`src/rtl/shr_pkg.sv`:
```
package shr_pkg;

  typedef enum logic [2:0] {
    OP_ASL = 3'd0,
    OP_ASR = 3'd1,
    OP_LSL = 3'd2,
    OP_LSR = 3'd3,
    OP_ROL = 3'd4,
    OP_ROR = 3'd5,
    OP_RXL = 3'd6,
    OP_RXR = 3'd7
  } shr_op_e;

  localparam logic [1:0] SZ_BYTE = 2'd0;
  localparam logic [1:0] SZ_WORD = 2'd1;

  // Index of the sign bit for a size code, given the full datapath width.
  function automatic int unsigned msb_index(logic [1:0] sz, int unsigned w);
    case (sz)
      SZ_BYTE: return w / 4 - 1;
      SZ_WORD: return w / 2 - 1;
      default: return w - 1;
    endcase
  endfunction

  function automatic logic is_shift(shr_op_e o);
    return (o == OP_ASL) || (o == OP_ASR) || (o == OP_LSL) || (o == OP_LSR);
  endfunction

endpackage

```
`src/rtl/shr_count_sel.sv`:
```
module shr_count_sel #(
  parameter int CNT_W = 6,
  parameter int IMM_W = 3,
  parameter int REG_W = 32
) (
  input  logic             mem_form,
  input  logic             use_reg,
  input  logic [IMM_W-1:0] imm_cnt,
  input  logic [REG_W-1:0] reg_cnt,
  input  logic [1:0]       size_in,
  output logic [CNT_W-1:0] count,
  output logic [1:0]       size_out
);
  import shr_pkg::*;

  localparam logic [CNT_W-1:0] IMM_ZERO_MEANS = CNT_W'(1) << IMM_W;

  always_comb begin
    if (mem_form) begin
      count    = CNT_W'(1);
      size_out = SZ_WORD;
    end else begin
      size_out = size_in;
      if (use_reg)
        count = reg_cnt[CNT_W-1:0];
      else if (imm_cnt == '0)
        count = IMM_ZERO_MEANS;
      else
        count = CNT_W'(imm_cnt);
    end
  end

endmodule

```
`src/rtl/shr_step.sv`:
```
module shr_step #(
  parameter int DATA_W = 32
) (
  input  logic [DATA_W-1:0] acc,
  input  logic              carry_in,
  input  shr_pkg::shr_op_e  op,
  input  logic [1:0]        size,
  output logic [DATA_W-1:0] acc_nxt,
  output logic              bit_out,
  output logic              sign_flip
);
  import shr_pkg::*;

  localparam int IDX_W = $clog2(DATA_W);

  logic [IDX_W-1:0]  tb;
  logic [DATA_W-1:0] mask;
  logic [DATA_W-1:0] raw;
  logic              hi_bit;
  logic              lo_bit;

  always_comb begin
    tb     = IDX_W'(msb_index(size, DATA_W));
    mask   = {DATA_W{1'b1}} >> (IDX_W'(DATA_W - 1) - tb);
    hi_bit = acc[tb];
    lo_bit = acc[0];
    raw    = acc >> 1;
    case (op)
      OP_ASL, OP_LSL: begin
        bit_out = hi_bit;
        raw     = acc << 1;
      end
      OP_ASR: begin
        bit_out = lo_bit;
        raw[tb] = hi_bit;
      end
      OP_LSR: begin
        bit_out = lo_bit;
      end
      OP_ROL: begin
        bit_out = hi_bit;
        raw     = (acc << 1) | DATA_W'(hi_bit);
      end
      OP_ROR: begin
        bit_out = lo_bit;
        raw[tb] = lo_bit;
      end
      OP_RXL: begin
        bit_out = hi_bit;
        raw     = (acc << 1) | DATA_W'(carry_in);
      end
      default: begin
        bit_out = lo_bit;
        raw[tb] = carry_in;
      end
    endcase
    acc_nxt   = raw & mask;
    sign_flip = hi_bit ^ acc_nxt[tb];
  end

endmodule

```
`src/rtl/shr_flags.sv`:
```
module shr_flags #(
  parameter int DATA_W = 32
) (
  input  shr_pkg::shr_op_e  op,
  input  logic [1:0]        size,
  input  logic [DATA_W-1:0] acc,
  input  logic              carry,
  input  logic              ovf,
  input  logic              x_in,
  input  logic              cnt_nz,
  output logic              c,
  output logic              v,
  output logic              z,
  output logic              n,
  output logic              x
);
  import shr_pkg::*;

  localparam int IDX_W = $clog2(DATA_W);

  logic [IDX_W-1:0] tb;

  always_comb begin
    tb = IDX_W'(msb_index(size, DATA_W));
    c  = carry;
    v  = (op == OP_ASL) && ovf;
    z  = (acc == '0);
    n  = acc[tb];
    if (is_shift(op))
      x = cnt_nz ? carry : x_in;
    else if (op == OP_ROL || op == OP_ROR)
      x = x_in;
    else
      x = carry;
  end

endmodule

```
`src/rtl/shr_unit.sv`:
```
module shr_unit #(
  parameter int DATA_W = 32,
  parameter int CNT_W  = 6,
  parameter int IMM_W  = 3
) (
  input  logic              clk,
  input  logic              rst,
  input  logic              start,
  input  logic [2:0]        op,
  input  logic [1:0]        size,
  input  logic              mem_form,
  input  logic              use_reg_cnt,
  input  logic [IMM_W-1:0]  imm_cnt,
  input  logic [DATA_W-1:0] reg_cnt,
  input  logic [DATA_W-1:0] operand,
  input  logic              x_in,
  output logic              busy,
  output logic              done,
  output logic [DATA_W-1:0] result,
  output logic              flag_c,
  output logic              flag_v,
  output logic              flag_z,
  output logic              flag_n,
  output logic              flag_x
);
  import shr_pkg::*;

  localparam int IDX_W = $clog2(DATA_W);

  shr_op_e           op_in;
  logic [CNT_W-1:0]  sel_count;
  logic [1:0]        sel_size;
  logic [IDX_W-1:0]  load_tb;
  logic [DATA_W-1:0] load_mask;

  logic              busy_q, done_q;
  logic [CNT_W-1:0]  rem_q;
  logic [DATA_W-1:0] acc_q;
  logic              carry_q, ovf_q, x_q, cnt_nz_q;
  shr_op_e           op_q;
  logic [1:0]        size_q;
  logic [DATA_W-1:0] result_q;
  logic              c_q, v_q, z_q, n_q, x_out_q;

  logic [DATA_W-1:0] step_acc;
  logic              step_out, step_flip;
  logic              stepping;
  logic [DATA_W-1:0] fin_acc;
  logic              fin_carry, fin_ovf;
  logic              fc, fv, fz, fn, fx;

  assign op_in = shr_op_e'(op);

  shr_count_sel #(.CNT_W(CNT_W), .IMM_W(IMM_W), .REG_W(DATA_W)) cnt_i (
    .mem_form (mem_form),
    .use_reg  (use_reg_cnt),
    .imm_cnt  (imm_cnt),
    .reg_cnt  (reg_cnt),
    .size_in  (size),
    .count    (sel_count),
    .size_out (sel_size)
  );

  shr_step #(.DATA_W(DATA_W)) step_i (
    .acc       (acc_q),
    .carry_in  (carry_q),
    .op        (op_q),
    .size      (size_q),
    .acc_nxt   (step_acc),
    .bit_out   (step_out),
    .sign_flip (step_flip)
  );

  assign stepping  = (rem_q != '0);
  assign fin_acc   = stepping ? step_acc : acc_q;
  assign fin_carry = stepping ? step_out : carry_q;
  assign fin_ovf   = ovf_q | (stepping & step_flip);

  shr_flags #(.DATA_W(DATA_W)) flags_i (
    .op     (op_q),
    .size   (size_q),
    .acc    (fin_acc),
    .carry  (fin_carry),
    .ovf    (fin_ovf),
    .x_in   (x_q),
    .cnt_nz (cnt_nz_q),
    .c      (fc),
    .v      (fv),
    .z      (fz),
    .n      (fn),
    .x      (fx)
  );

  always_comb begin
    load_tb   = IDX_W'(msb_index(sel_size, DATA_W));
    load_mask = {DATA_W{1'b1}} >> (IDX_W'(DATA_W - 1) - load_tb);
  end

  always_ff @(posedge clk) begin
    if (rst) begin
      busy_q   <= 1'b0;
      done_q   <= 1'b0;
      rem_q    <= '0;
      acc_q    <= '0;
      carry_q  <= 1'b0;
      ovf_q    <= 1'b0;
      x_q      <= 1'b0;
      cnt_nz_q <= 1'b0;
      op_q     <= OP_ASL;
      size_q   <= '0;
      result_q <= '0;
      c_q      <= 1'b0;
      v_q      <= 1'b0;
      z_q      <= 1'b0;
      n_q      <= 1'b0;
      x_out_q  <= 1'b0;
    end else begin
      done_q <= 1'b0;
      if (!busy_q) begin
        if (start) begin
          busy_q   <= 1'b1;
          rem_q    <= sel_count;
          acc_q    <= operand & load_mask;
          carry_q  <= (op_in == OP_RXL || op_in == OP_RXR) ? x_in : 1'b0;
          ovf_q    <= 1'b0;
          x_q      <= x_in;
          cnt_nz_q <= (sel_count != '0);
          op_q     <= op_in;
          size_q   <= sel_size;
        end
      end else begin
        if (stepping) begin
          acc_q   <= step_acc;
          carry_q <= step_out;
          ovf_q   <= fin_ovf;
          rem_q   <= rem_q - CNT_W'(1);
        end
        if (rem_q <= CNT_W'(1)) begin
          busy_q   <= 1'b0;
          done_q   <= 1'b1;
          result_q <= fin_acc;
          c_q      <= fc;
          v_q      <= fv;
          z_q      <= fz;
          n_q      <= fn;
          x_out_q  <= fx;
        end
      end
    end
  end

  assign busy   = busy_q;
  assign done   = done_q;
  assign result = result_q;
  assign flag_c = c_q;
  assign flag_v = v_q;
  assign flag_z = z_q;
  assign flag_n = n_q;
  assign flag_x = x_out_q;


  done_pulse_chk: assert property (@(posedge clk) disable iff (rst)
    done_q |=> !done_q);


  busy_done_excl_chk: assert property (@(posedge clk) disable iff (rst)
    !(busy_q && done_q));


  v_only_arith_left_chk: assert property (@(posedge clk) disable iff (rst)
    (done_q && op_q != OP_ASL) |-> !v_q);


  rotate_keeps_x_chk: assert property (@(posedge clk) disable iff (rst)
    (done_q && (op_q == OP_ROL || op_q == OP_ROR)) |-> (x_out_q == x_q));


  rx_x_equals_c_chk: assert property (@(posedge clk) disable iff (rst)
    (done_q && (op_q == OP_RXL || op_q == OP_RXR)) |-> (x_out_q == c_q));


  result_hold_chk: assert property (@(posedge clk) disable iff (rst)
    !done_q |-> $stable(result_q));


  imm_count_nonzero_chk: assert property (@(posedge clk) disable iff (rst)
    (start && !busy_q && !use_reg_cnt) |-> (sel_count != '0));

endmodule

```
`config.mk`:
```
export PLATFORM = sky130hd
export DESIGN_NAME = shr_unit
export DESIGN_NICKNAME = d
export VERILOG_FILES = /design/src/rtl/shr_pkg.sv /design/src/rtl/shr_count_sel.sv /design/src/rtl/shr_step.sv /design/src/rtl/shr_flags.sv /design/src/rtl/shr_unit.sv
export SDC_FILE = /design/constraint.sdc
export NUM_CORES = 1
export LEC_CHECK = 0
export BUFFER_PORTS_ARGS = -buffer_cell sky130_fd_sc_hd__buf_4
export CORE_AREA = 2 2 103 179
export DETAILED_ROUTE_END_ITERATION = 12
export DIE_AREA = 0 0 105 181
export GPL_TIMING_DRIVEN = 0
export PLACE_DENSITY = 0.53
export SETUP_SLACK_MARGIN = 0.4
export SYNTH_ARGS = -nofsm -noshare
export SYNTH_HDL_FRONTEND = slang
export SYNTH_HIERARCHICAL = 1
export SYNTH_SLANG_ARGS = --single-unit
```
`constraint.sdc`:
```
create_clock -name clk -period 4 [get_ports clk]
set_input_delay 0.4 -clock clk [delete_from_list [all_inputs] [get_ports clk]]
set_output_delay 0.4 -clock clk [all_outputs]
set_load 0.005 [all_outputs]
```
# Word level (Yosys, flattened, before mapping)

Index checks and enable logic that the tools add are counted.

Output and inout bits: 39
Input port bits: 78
Flip-flop bits (word level): 86

Add/subtract/negate cells: 3
$lt $le $gt $ge: 3
Bitwise gates (word level): 8
Reductions and logical operators: 21
Multiplexer cells: 39
Shift operators: 2
Equality and inequality tests: 11

Operators by type and width:

| operator                | number |
|---|---|
| $pmux W32 S6            | 1 |
| $bwmux W32              | 3 |
| $mux W32                | 3 |
| $and A32 B32 Y32        | 2 |
| $or A32 B1 Y32          | 2 |
| $shr A32 B5 Y32 const A | 2 |
| $logic_not A32 Y1       | 1 |
| $mux W6                 | 5 |
| $pmux W5 S2             | 2 |
| $mux W1                 | 19 |
| $bmux W1 S5             | 3 |
| $eq A3 B3 Y1 const B    | 5 |
| $reduce_bool A6 Y1      | 2 |
| $sub A5 B5 Y5 const A   | 2 |
| $eq A3 B2 Y1 const B    | 2 |
| $le A6 B1 Y1 const B    | 1 |
| $logic_not A3 Y1        | 2 |
| $lt A5 B6 Y1 const B    | 1 |
| $reduce_and A2 Y1       | 3 |
| $sub A6 B1 Y6 const B   | 1 |
| $demux W1 S5            | 1 |
| $ge A5 B1 Y1 const B    | 1 |
| $logic_or A1 B1 Y1      | 5 |
| $eq A2 B1 Y1 const B    | 2 |
| other kinds (13)        | 16 |

# Depth between registers and ports, before layout

Gate-level depths: netlist of the first run.

Word-level depth: 16
Depth in mapped cells: 12
Mapped depth without buffers: 11

# Cells and area by module

The synthesis of the first run kept the hierarchy.

By module, submodules not included:

| module        | cells an instance | seq. area each (µm²) | area each (µm²) | times used |
|---|---|---|---|---|
| shr_unit      | 426               | 1721.7               | 4017.6          | 1 |
| shr_step      | 108               | 0.0                  | 747.0           | 1 |
| shr_flags     | 18                | 0.0                  | 122.6           | 1 |
| shr_count_sel | 14                | 0.0                  | 106.4           | 1 |

# Worst setup path before layout of the first run

OpenSTA, ideal clock, no wires.

Path kind: register to register
Start point: reg rem_q[0]
End point: reg z_q, in the netlist flag_z
Library setup time: 59 ps
Period minus slack after synthesis: 2155 ps
Data arrival time: 2096 ps
Required time: 3941 ps
Cell stages (with the launch flop): 12
Slack: 1845 ps
Cells stage by stage: dfxtp_1 inv_1 ha_1 nor2b_1 nand2_1 buf_2 mux2i_1 inv_1 nor4_1 nand4_1 nor2_1 a22o_1

Cells in the longest elaborated chain, start to end: 3
Elaborated cells on any way between the ends: 5

RTL lines:

| item                   | line            | text |
|---|---|---|
| from (decl)            | shr_unit.sv:37  | `logic [CNT_W-1:0] rem_q;` |
| from (signal assigned) | shr_unit.sv:122 | `rem_q <= sel_count;` |
| from (signal assigned) | shr_unit.sv:136 | `rem_q <= rem_q - CNT_W'(1);` |
| $reduce_bool A6 Y1     | shr_unit.sv:74  | `assign stepping = (rem_q != '0);` |
| $mux W32               | --              |  |
| via fin_acc[7]         | shr_unit.sv:48  | `logic [DATA_W-1:0] fin_acc;` |
| $logic_not A32 Y1      | shr_flags.sv:27 | `z = (acc == '0);` |
| via fz                 | shr_unit.sv:50  | `logic fc, fv, fz, fn, fx;` |
| to (signal assigned)   | shr_unit.sv:144 | `z_q <= fz;` |
| to (decl)              | shr_unit.sv:43  | `logic c_q, v_q, z_q, n_q, x_out_q;` |

The timed path passes the listed nets, and every way through them passes these cells.
A chain may end at the register's enable or synchronous reset.

# Worst setup path after layout of the first run

Ends and elaborated chain as after synthesis.

==> flow_summary.json, run 1 <==
{
  "p_clk_share_pct": 30.7,
  "dr.pass1.iters": 5,
  "post_cts_buffers": 0,
  "intPower_mw": 1.63,
  "outcome": "complete, no violations",
  "ys_types": 66,
  "nFillCells": 1884,
  "synth_cells": 566,
  "port_buffers": 89,
  "syn-num-nets": 647,
  "insertion_delay_ns": 0.34,
  "die_area_mm2": 0.0190,
  "maxSlewViolCount": 0,
  "post-route-min-period_ns": 3.32,
  "cts_root_buf": "clkbuf_16",
  "synthFlopType": "dfxtp_1",
  "r2r_end": "flag_z$_SDFFE_PP0P_",
  "critical_path_class": "flop to flop",
  "period_share_pct": 82.9,
  "grt_max_degree": 15,
  "cts-resized-gates": 0,
  "drc_errors": 0,
  "tightest_slew_ns": 0.782,
  "drive_above_1_share_pct": 24.3,
  "seq_area_frac_synth_pct": 34.5,
  "crit_top_cell": "inv_1",
  "hold_slack_ns": 0.320,
  "grt-ovfl-total": 0,
  "synth_seq_cells": 86,
  "clkTransAtPathRegs_ns": 0.06,
  "worstPathArrival_ns": 3.60,
  "routed_via_density": 5.29,
  "p_total_mw": 2.55,
  "finalWirelength_mm": 17.0,
  "die_x_um": 105,
  "p_per_area_mw_per_mm2": 409,
  "hp-start": "op[0]",
  "reg2reg_from": "rem_q[0]$_SDFFE_PP0P_",
  "fin_skew_ns": 0.0102,
  "ir_drop_mv": 0.171,
  "p_leak_nw": 2.55,
  "row_count": 64,
  "fin_util_pct": 35.6,
  "cts_tree": "yes",
  "synth_edf_count": 0,
  "drt_iter0_drc": 233,
  "clk_path_buf_depth": 2,
  "htreeDepth": 3,
  "grt_pass1_wl_mm": 26.0,
  "hold_class": "primary input to flop",
  "tns_ns": 0,
  "whs_endpoint": "op_q[0]$_SDFFE_PP0P_",
  "ctsHoldBuffers": 0,
  "cap_violations": 0,
  "numCtsBuffers": 9,
  "slowest_stage": "nor4_1",
  "final_common_cell": "buf_4",
  "layout.nets": 747,
  "antenna_found_initial": 0,
  "switching_power_mw": 0.912,
  "track_usage_pct": 17.5,
  "combPwrFrac_pct": 31.0,
  "setup_viol": 0,
  "min_delay_path_depth": 3,
  "crit_required_ns": 4.28,
  "critPathCaptureType": "flop",
  "detail-route-antenna-nets": 0,
  "syn-cell-area_mm2": 0.00499,
  "io_pins": 117,
  "path_buf_inv": 3,
  "synthArstFlopShare_pct": 0,
  "yosys_warnings": 6,
  "path_cells": "inv_1 > ha_1 > nor2b_1 > nand2_1 > buf_2 > mux2i_1 > inv_1 > nor4_1 > nand4_1 > nor2_1 > a22o_1",
  "stdcell_count": 902,
  "r2r_setup_slack_ns": 0.68,
  "area_delta_synth_final_pct": 24.6,
  "cp_max_fo": 10,
  "vias": 4768,
  "cts_sinks": 86,
  "coreArea_mm2": 0.0175,
  "critical_path.max_stage_delay_ns": 0.67,
  "fmax_ghz": 0.302,
  "place_congestion": 0.835,
  "grt_pass1_vias": 4878,
  "finalHoldViolCount": 0,
  "r2r_cells": 11,
  "synth_area_per_cell_um2": 8.82,
  "max_slew_margin_pct": 47.4,
  "start_kind": "flop",
  "wl_per_cell_um": 18.8,
  "swShare_pct": 35.8,
  "fp.dieH_um": 181,
  "dp_cells": 886,
  "layout_common_cells": "92 x buf_4, 86 x dfxtp_1, 45 x mux2i_1",
  "path_delay_family": "simple AND/OR/NAND/NOR gates",
  "dp_hpwl_mm": 13.2,
  "seqPwrFrac_pct": 38.3,
  "antennaDiodeCount": 0,
  "start_util_pct": 28.6,
  "rsz0062_at_grt": "false"
}
cells in the mapped netlist, types with 2 or more instances:
cell | instances | area share [%]
o211ai_1 | 2 | 0.30
a21boi_0 | 12 | 1.8
buf_1 | 3 | 0.23
a21oi_1 | 25 | 2.5
o21a_1 | 2 | 0.30
nand2b_1 | 8 | 1.0
a22o_1 | 22 | 3.9
o2bb2ai_1 | 6 | 1.1
buf_6 | 7 | 1.6
o311ai_0 | 2 | 0.35
a31oi_1 | 4 | 0.50
and3_1 | 18 | 2.3
buf_2 | 19 | 1.9
mux2i_1 | 45 | 9.0
o221ai_1 | 9 | 1.6
inv_1 | 22 | 1.7
or4_1 | 2 | 0.30
o2bb2ai_2 | 10 | 3.0
nor3_1 | 3 | 0.30
and3b_2 | 2 | 0.40
xnor2_1 | 2 | 0.35
buf_4 | 3 | 0.45
nor2b_1 | 15 | 1.9
o22ai_1 | 2 | 0.25
nand2_1 | 31 | 2.3
and2_1 | 2 | 0.25
o32ai_1 | 2 | 0.35
a211oi_1 | 18 | 2.7
o21ai_0 | 24 | 2.4
nor2_1 | 40 | 3.0
nand3_1 | 2 | 0.20
nand4_1 | 3 | 0.38
dfxtp_1 | 86 | 34
nand4b_1 | 8 | 1.4
a21boi_1 | 4 | 0.60
mux2_2 | 6 | 1.4
or2_2 | 3 | 0.38
a22oi_1 | 24 | 3.6
ha_1 | 3 | 0.75
or2_1 | 15 | 1.9
clkbuf_1 | 16 | 1.2
nor4_1 | 10 | 1.3
routing by layer:
metal / up-vias / global-route usage (%) / routed length, µm
met5: - / 0 / 0
met4: 0 / 12.0 / 1080
met3: 53 / 2.24 / 578
met2: 160 / 33.1 / 9150
met1: 2263 / 17.2 / 6160
li1: 2292 / - / -
worst max-delay path by stage:
stage | start | to | slack (ns) | cells after the start
6_report | rem_q[0]$_SDFFE_PP0P_ | flag_z$_SDFFE_PP0P_ | 0.68 | 11
5_1_grt | rem_q[0]$_SDFFE_PP0P_ | flag_z$_SDFFE_PP0P_ | 0.60 | 11
4_1_cts | rem_q[0]$_SDFFE_PP0P_ | flag_z$_SDFFE_PP0P_ | 0.76 | 11
3_5_place_dp | rem_q[0]$_SDFFE_PP0P_ | flag_z$_SDFFE_PP0P_ | 0.76 | 11
3_3_place_gp | rem_q[0]$_SDFFE_PP0P_ | flag_z$_SDFFE_PP0P_ | 0.81 | 11
2_1_floorplan | rem_q[0]$_SDFFE_PP0P_ | flag_z$_SDFFE_PP0P_ | 1.85 | 11
metrics by stage:
step	setup slack, ns	instance area (µm²)
after global routing	0.599	6220
after floorplan	1.85	4990
final	0.684	6220
after detailed placement	0.759	5950
after CTS	0.763	6220
after global placement	0.811	5950
state kept, by name, summed over array words and instances, names as in the netlist, 2 cells and up:
signal and flops:
acc_q 32, op_q 3, rem_q 6, result 32
size_q 2
power by group through the flow:
| stage | sequential (mW) | combinational, mW | clock [mW] |
|---|---|---|---|
| finish | 0.975 | 0.789 | 0.782 |
| global placement | 0.991 | 0.772 | 0 |
| global route | 0.983 | 0.844 | 0.824 |
| CTS | 0.975 | 0.785 | 0.800 |
| floorplan | 0.973 | 0.518 | 0 |
| detailed placement | 0.994 | 0.783 | 0 |
logic make-up after synthesis:
group           share of synthesized area (%)
compound gates                           27.6
simple gates                             18.5
flops                                    34.5
buf+inv                                  7.19
mux                                      10.9
xor+xnor                                0.526
fa+ha+maj                               0.752
worst min-delay path: stages:
cell and delay (ns):
buf_4 0.11, nand2_1 0.05, a21oi_1 0.05
cell type report:
cell class | count | area [µm²] | area share [%]
Multi-Input combinational cell | 408 | 2910 | 46.8
Sequential cell | 86 | 1720 | 27.7
Timing Repair Buffer | 89 | 668 | 10.7
Tap cell | 231 | 289 | 4.65
Buffer | 48 | 268 | 4.30
Clock buffer | 11 | 233 | 3.74
Inverter | 24 | 91.3 | 1.47
Clock inverter | 5 | 36.3 | 0.583
Note: power is estimated with default switching activity, not from simulation.
==> inputs of run 2 (changes only) <==
Settings changed: PLACE_DENSITY 0.53 to 0.54.
Clock period 4 ns to 3 ns, I/O delays scaled along.
==> flow_summary.json, run 2 (same netlist as run 1, synthesis figures left out) <==
{
  "cap_violations": 0,
  "crit_required_ns": 3.29,
  "hold_slack_ns": 0.226,
  "fp.dieH_um": 181,
  "layout_common_cells": "98 x buf_4, 85 x dfxtp_1, 40 x nor2_1",
  "outcome": "complete, no violations",
  "area_delta_synth_final_pct": 28.7,
  "die_area_mm2": 0.0190,
  "fmax_ghz": 0.394,
  "finalWirelength_mm": 17.1,
  "hold_class": "primary input to flop",
  "drive_above_1_share_pct": 27.5,
  "clk_path_buf_depth": 2,
  "grt_pass1_wl_mm": 26.2,
  "dp_hpwl_mm": 13.2,
  "routed_via_density": 5.31,
  "start_kind": "flop",
  "row_count": 64,
  "max_slew_margin_pct": 49.8,
  "drt_iter0_drc": 276,
  "numCtsBuffers": 9,
  "grt_pass1_vias": 4905,
  "cts_root_buf": "clkbuf_16",
  "tightest_slew_ns": 0.753,
  "port_buffers": 89,
  "place_congestion": 0.862,
  "critical_path_class": "flop to flop",
  "start_util_pct": 28.6,
  "antennaDiodeCount": 0,
  "design_area_mm2": 0.00642,
  "grt-ovfl-total": 0,
  "maxSlewViolCount": 0,
  "grt_max_degree": 16,
  "dr.pass1.iters": 5,
  "antenna_found_initial": 0,
  "finalHoldViolCount": 0,
  "post-route-min-period_ns": 2.53,
  "cts_sinks": 86,
  "die_x_um": 105,
  "cts_tree": "yes",
  "track_usage_pct": 17.7,
  "post_dp_cell_area_mm2": 0.00595,
  "htreeDepth": 3,
  "p_per_area_mw_per_mm2": 564,
  "insertion_delay_ns": 0.35,
  "setup_slack_ns": 0.465,
  "ctsHoldBuffers": 0,
  "worstPathArrival_ns": 2.82,
  "rsz0062_at_grt": "true",
  "vias": 4800,
  "ir_drop_mv": 0.291,
  "final_common_cell": "buf_4",
  "fin_skew_ns": 0.0116,
  "p_leak_nw": 2.60,
  "place_ws_ns": -0.218,
  "cp_max_fo": 10,
  "detail-route-antenna-nets": 0,
  "critPathCaptureType": "flop",
  "period_share_pct": 84.5,
  "wl_per_cell_um": 18.9,
  "clkTransAtPathRegs_ns": 0.07,
  "coreArea_mm2": 0.0175,
  "layout.nets": 749,
  "io_pins": 117,
  "setup_viol": 0,
  "drc_errors": 0
}
run 2: changes by cell type in the layout (fill, tap and decap cells not counted), sizes merged:
cell	change
clkbuf	-1
bufinv	+1
clkinvlp	+1
clkinv	-2
inv	+1
buf	+2
run 2: layout make-up:
cell class,instances,area [µm²]
timing repair buffer,91,683
inverter,24,95.1
sequential,86,1720
tap,231,289
buffer,48,285
clock inverter,6,70.1
fill,1832,11000
clock buffer,10,239
multi-input combinational,408,3040
run 2: through the flow:
step           util, %  cells  setup TNS, ns  power [mW]
3_5_place_dp      34.1    886         -0.218        2.37
4_1_cts           36.5    902              0        3.60
6_report          36.8    904              0        3.62
2_1_floorplan        -    566              0        1.99
5_1_grt           36.8    904              0        3.78
3_3_place_gp      34.1    886         -0.165        2.35
run 2: metal layers:
metal	part of all wire (%)	GRT usage, %
met5	0	0
met4	4.3	8.85
met3	3.5	2.34
met2	56	34.7
met1	36	17.7
run 2: repair_timing:
item,CTS,global route
cloned,0,0
buffers inserted,0,2
pin swaps,1,0
endpoints found under the setup margin,2,3
gates resized for setup,22,10
run 2: path summary, 6_finish.rpt:
| kind | startpoint | end | slack, ns | depth (start not counted) |
|---|---|---|---|---|
| max | rem_q[0]$_SDFFE_PP0P_ | flag_z$_SDFFE_PP0P_ | 0.47 | 10 |
| min | op[0] | op_q[0]$_SDFFE_PP0P_ | 0.23 | 3 |
| max reg2reg | rem_q[0]$_SDFFE_PP0P_ | flag_z$_SDFFE_PP0P_ | 0.47 | 10 |
| min reg2reg | x_q$_SDFFE_PP0P_ | x_q$_SDFFE_PP0P_ | 0.46 | 2 |
run 2: critical path, stage by stage (launching register included):
cell and delay, ns:
dfxtp_1 0.40, inv_1 0.11, ha_1 0.26, nor2b_4 0.17, clkbuf_2 0.20, and3_1 0.22
or2_2 0.33, nor4_4 0.38, nand4_1 0.16, nor2_1 0.13, a22o_1 0.12
run 2: where the power goes:
group | total [mW] | switching [mW] | internal (mW)
clock network | 1.17 | 0.501 | 0.673
logic | 1.15 | 0.675 | 0.472
registers | 1.30 | 0.0885 | 1.21
